## config.mk

```make
export PLATFORM = sky130hd
export DESIGN_NAME = pio_port
export DESIGN_NICKNAME = d
export VERILOG_FILES = /design/src/rtl/pio_port.sv
export SDC_FILE = /design/constraint.sdc
export NUM_CORES = 1
export LEC_CHECK = 0
export BUFFER_PORTS_ARGS = -buffer_cell sky130_fd_sc_hd__buf_2
export CAP_MARGIN = 10
export CORE_MARGIN = 8
export CORE_UTILIZATION = 41
export DETAILED_ROUTE_END_ITERATION = 16
export HOLD_SLACK_MARGIN = 0.1
export PLACE_DENSITY = 0.77
export SLEW_MARGIN = 20
export SYNTH_ARGS = -nofsm -noshare
export SYNTH_HDL_FRONTEND = slang
export SYNTH_SLANG_ARGS = --single-unit
export TNS_END_PERCENT = 1
```

## constraint.sdc

```tcl
create_clock -name clk -period 1.4 [get_ports clk]
set_clock_uncertainty 0.2 [all_clocks]
set_input_delay 0.28 -clock clk [delete_from_list [all_inputs] [get_ports clk]]
set_output_delay 0.28 -clock clk [all_outputs]
set_load 0.05 [all_outputs]
```

## src/rtl/pio_port.sv

```systemverilog
module pio_port #(
  parameter int W = 8,
  parameter logic [3:0] DATA_ADDR = 4'h8,
  parameter logic [3:0] DIR_ADDR  = 4'hC
) (
  input  logic         clk,
  input  logic         rst_n,
  input  logic         sel,
  input  logic         wr_en,
  input  logic [3:0]   addr,
  input  logic [W-1:0] wdata,
  output logic [W-1:0] rdata,
  input  logic [W-1:0] pin_in,
  output logic [W-1:0] pin_out,
  output logic [W-1:0] pin_oe,
  input  logic         ser_en,
  input  logic         ser_tx
);
  logic [W-1:0] lat_q, dir_q, pin_q;

  wire wr_dat = sel && wr_en && (addr == DATA_ADDR);
  wire wr_dir = sel && wr_en && (addr == DIR_ADDR);
  wire rd     = sel && !wr_en;

  always_ff @(posedge clk or negedge rst_n) begin
    if (!rst_n) begin
      lat_q <= '0;
      dir_q <= '0;
    end else begin
      if (wr_dat) lat_q <= wdata;
      if (wr_dir) dir_q <= wdata;
    end
  end

  always_ff @(posedge clk) pin_q <= pin_in;

  assign pin_oe  = dir_q | {{(W-1){1'b0}}, ser_en};
  assign pin_out = {lat_q[W-1:1], ser_en ? ser_tx : lat_q[0]};

  always_comb begin
    rdata = '0;
    if (rd) begin
      if (addr == DATA_ADDR)     rdata = (dir_q & lat_q) | (~dir_q & pin_q);
      else if (addr == DIR_ADDR) rdata = dir_q;
    end
  end
endmodule


```

==> flow_metrics.tcl <==
set metrics [dict create \
    synthAdderAreaFrac_pct 0 \
    final_core_util_pct 72.7 \
    p_leak_nw 0.842 \
    die_h_um 67.3 \
    synth_top_family_by_area "multiplexers" \
    drt_iter0_markers 40 \
    max_slew_margin_pct 75.2 \
    timing.final.crit_share_pct 138 \
    grt_pass1_vias 965 \
    crit_fanout 2 \
    dpl_cell_area_um2 1400 \
    slowest_delay_ps 400 \
    syn_inst 88 \
    muxShareOfSynthArea_pct 17.8 \
    cp_slowest_cell "dfrtp_1" \
    cts.sinks 24 \
    syn_nets 114 \
    r2r-start "dir_q[2]$_DFFE_PN0P_" \
    hold_violations 0 \
    crit_start "dir_q[5]$_DFFE_PN0P_" \
    cts_tree "yes" \
    gp_congestion 0.750 \
    worstSetupPathType "flip-flop to output pin" \
    cts_buffers 3 \
    clk_pin_slew_worst_paths_ps 130 \
    synthSimpleGateAreaFrac_pct 10.6 \
    n_antenna_cell 0 \
    design.die.area_um2 4520 \
    crit_path_cell_trace "or3b_4 -> a21oi_4 -> buf_6" \
    cp-start-kind "flip-flop" \
    fin_ws_ps -525 \
    hold_ws_ps 229 \
    reg2reg_slack_ps 290 \
    synth.avg_cell_area_um2 12.2 \
    crit_required_ps 920 \
    clockBufferDepth 2 \
    status "finished, violations left" \
    wl_per_cell_um 16.0 \
    crit_family "flip-flops" \
    drt-total-wl_mm 3.04 \
    report.final.slew_viol_count 0 \
    fillers 164 \
    synth_compound_area_share_pct 7.43 \
    peakVddDrop_mv 0.778 \
    grt_pass1_wl_mm 4.62 \
    io_buffers 49 \
    hold_class "primary input to asynchronous set/reset pin" \
    finalSetupViolations 33 \
    dr.pass1.iters 4 \
    initial_core_util_pct 43.5 \
    h-tree-depth 1 \
    coreArea_um2 2480 \
    dp_hpwl_mm 2.08 \
    yosys_register_bits 24 \
    power_density_nw_per_um2 1190 \
    fp.dieW_um 67.3 \
    multiInputGateArea_um2 448 \
    vias 901 \
    grt-ovfl-total 0 \
    drv_cap 0 \
    seqCellArea_um2 561 \
    grt_usage_pct 13.4 \
    cp-end-kind "output pin" \
    io_pins 50 \
    ys_types 17 \
    crit_arrival_ps 1450 \
    design_area_um2 1800 \
    ant_nets 0 \
    via_per_inst 4.74 \
    dp.cells 169 \
    violations "setup timing" \
    rsz0062_at_grt "yes" \
    fin_crit_ps 1930 \
    fmax_mhz 519 \
    layout.nets 187 \
    cts_root_buf "clkbuf_4" \
    instances_no_fill 190 \
    worstSkewPairLatency_ps 300 \
    syn_area_um2 1080 \
    worst-path-buf-inv 1 \
    seq_area_frac_synth_pct 52.0 \
    grt_max_degree 17 \
    syn_to_final_growth_pct 67.2 \
    rows 18 \
    drc_errors 0 \
    synth_warnings 0 \
    antenna_found_initial 0 \
    tightest_slew_ps 368 \
    synth-xor-area-share_pct 0 \
    fin_total_pwr_mw 2.14 \
    layout-drive-gt1-share_pct 66.3 \
]
per-layer routing:
metal | vias up | routed length, um | track usage, %
met1 | 419 | 1160 | 14.9
met2 | 34 | 1590 | 24.7
met3 | 6 | 211 | 1.99
li1 | 442 | - | -
met4 | 0 | 77 | 5.74
met5 | - | 0 | 0
state kept, by name, summed over array words and instances (netlist names):
register,count
dir_q,8
lat_q,8
pin_q,8
power by group:
group          switching [mW]  leakage (nW)  internal [mW]  total [mW]
Sequential             0.0675         0.272          0.791       0.859
Combinational           0.510         0.549          0.414       0.923
Clock                   0.197        0.0210          0.158       0.356
Total                   0.775         0.842           1.36        2.14
what timing repair did:
item,in CTS,in global routing
pin swaps,11,2
hold buffers,17,0
endpoints found under the setup margin,40,40
setup buffers,0,0
hold endpoints to repair,40,0
gates resized for setup,54,6
logic make-up after synthesis:
kind of cell	count (synthesis)
compound gates	16
buf+inv	17
flops	24
mux	17
simple gates	14
cells in the mapped netlist:
| cell type | count | area, um^2 |
|---|---|---|
| o21ai_0 | 8 | 40.0 |
| buf_6 | 2 | 22.5 |
| and4_1 | 1 | 8.76 |
| or3b_1 | 1 | 8.76 |
| nor3b_2 | 1 | 12.5 |
| nand2_1 | 1 | 3.75 |
| dfxtp_1 | 8 | 160 |
| nor2_1 | 1 | 3.75 |
| or2_2 | 1 | 6.26 |
| a21oi_1 | 8 | 40.0 |
| buf_4 | 14 | 105 |
| or3b_2 | 6 | 52.6 |
| clkbuf_1 | 1 | 3.75 |
| nand3b_1 | 1 | 7.51 |
| dfrtp_1 | 16 | 400 |
| and4b_1 | 1 | 10.0 |
| mux2_2 | 17 | 191 |
placed cells by master (no fill, tap or decap):
master and instances:
buf_6 21, dfxtp_1 8, or3b_4 7, dlygate4sd3_1 17, buf_4 19, buf_2 25, mux2_2 17, nor3b_2 1
clkbuf_4 3, or2_2 1, nor2_1 1, and4b_1 1, nand2_1 1, and4_1 1, a21oi_2 6, nand3b_1 1
clkbuf_8 1, buf_8 3, o21ai_0 8, a21oi_4 2, dfrtp_1 16
area by class of cell:
type / count / area share (%)
multi-input cells: 47 / 24.9
flip-flops and latches: 24 / 31.1
well taps: 30 / 2.08
repair buffers: 85 / 39.9
clock buffers: 4 / 2.01
stage by stage:
| step | setup WS [ps] | TNS (ps) |
|---|---|---|
| 6_report | -525 | -5360 |
| 2_1_floorplan | -421 | -4230 |
| 3_3_place_gp | -428 | -8700 |
| 3_5_place_dp | -453 | -9200 |
| 4_1_cts | -503 | -5280 |
| 5_1_grt | -585 | -6580 |
path summary, 6_finish.rpt:
check,to,cells past startpoint
max,rdata[5],3
min,lat_q[2]$_DFFE_PN0P_,2
max reg2reg,dir_q[2]$_DFFE_PN0P_,2
min reg2reg,lat_q[5]$_DFFE_PN0P_,1
max in group asynchronous,dir_q[1]$_DFFE_PN0P_,2
min in group clk,lat_q[5]$_DFFE_PN0P_,1
worst register-to-register path: stages (launching register included):
cell	delay (ps)
dfrtp_1	400
buf_4	150
mux2_2	260
(Power assumes the default switching activity.)
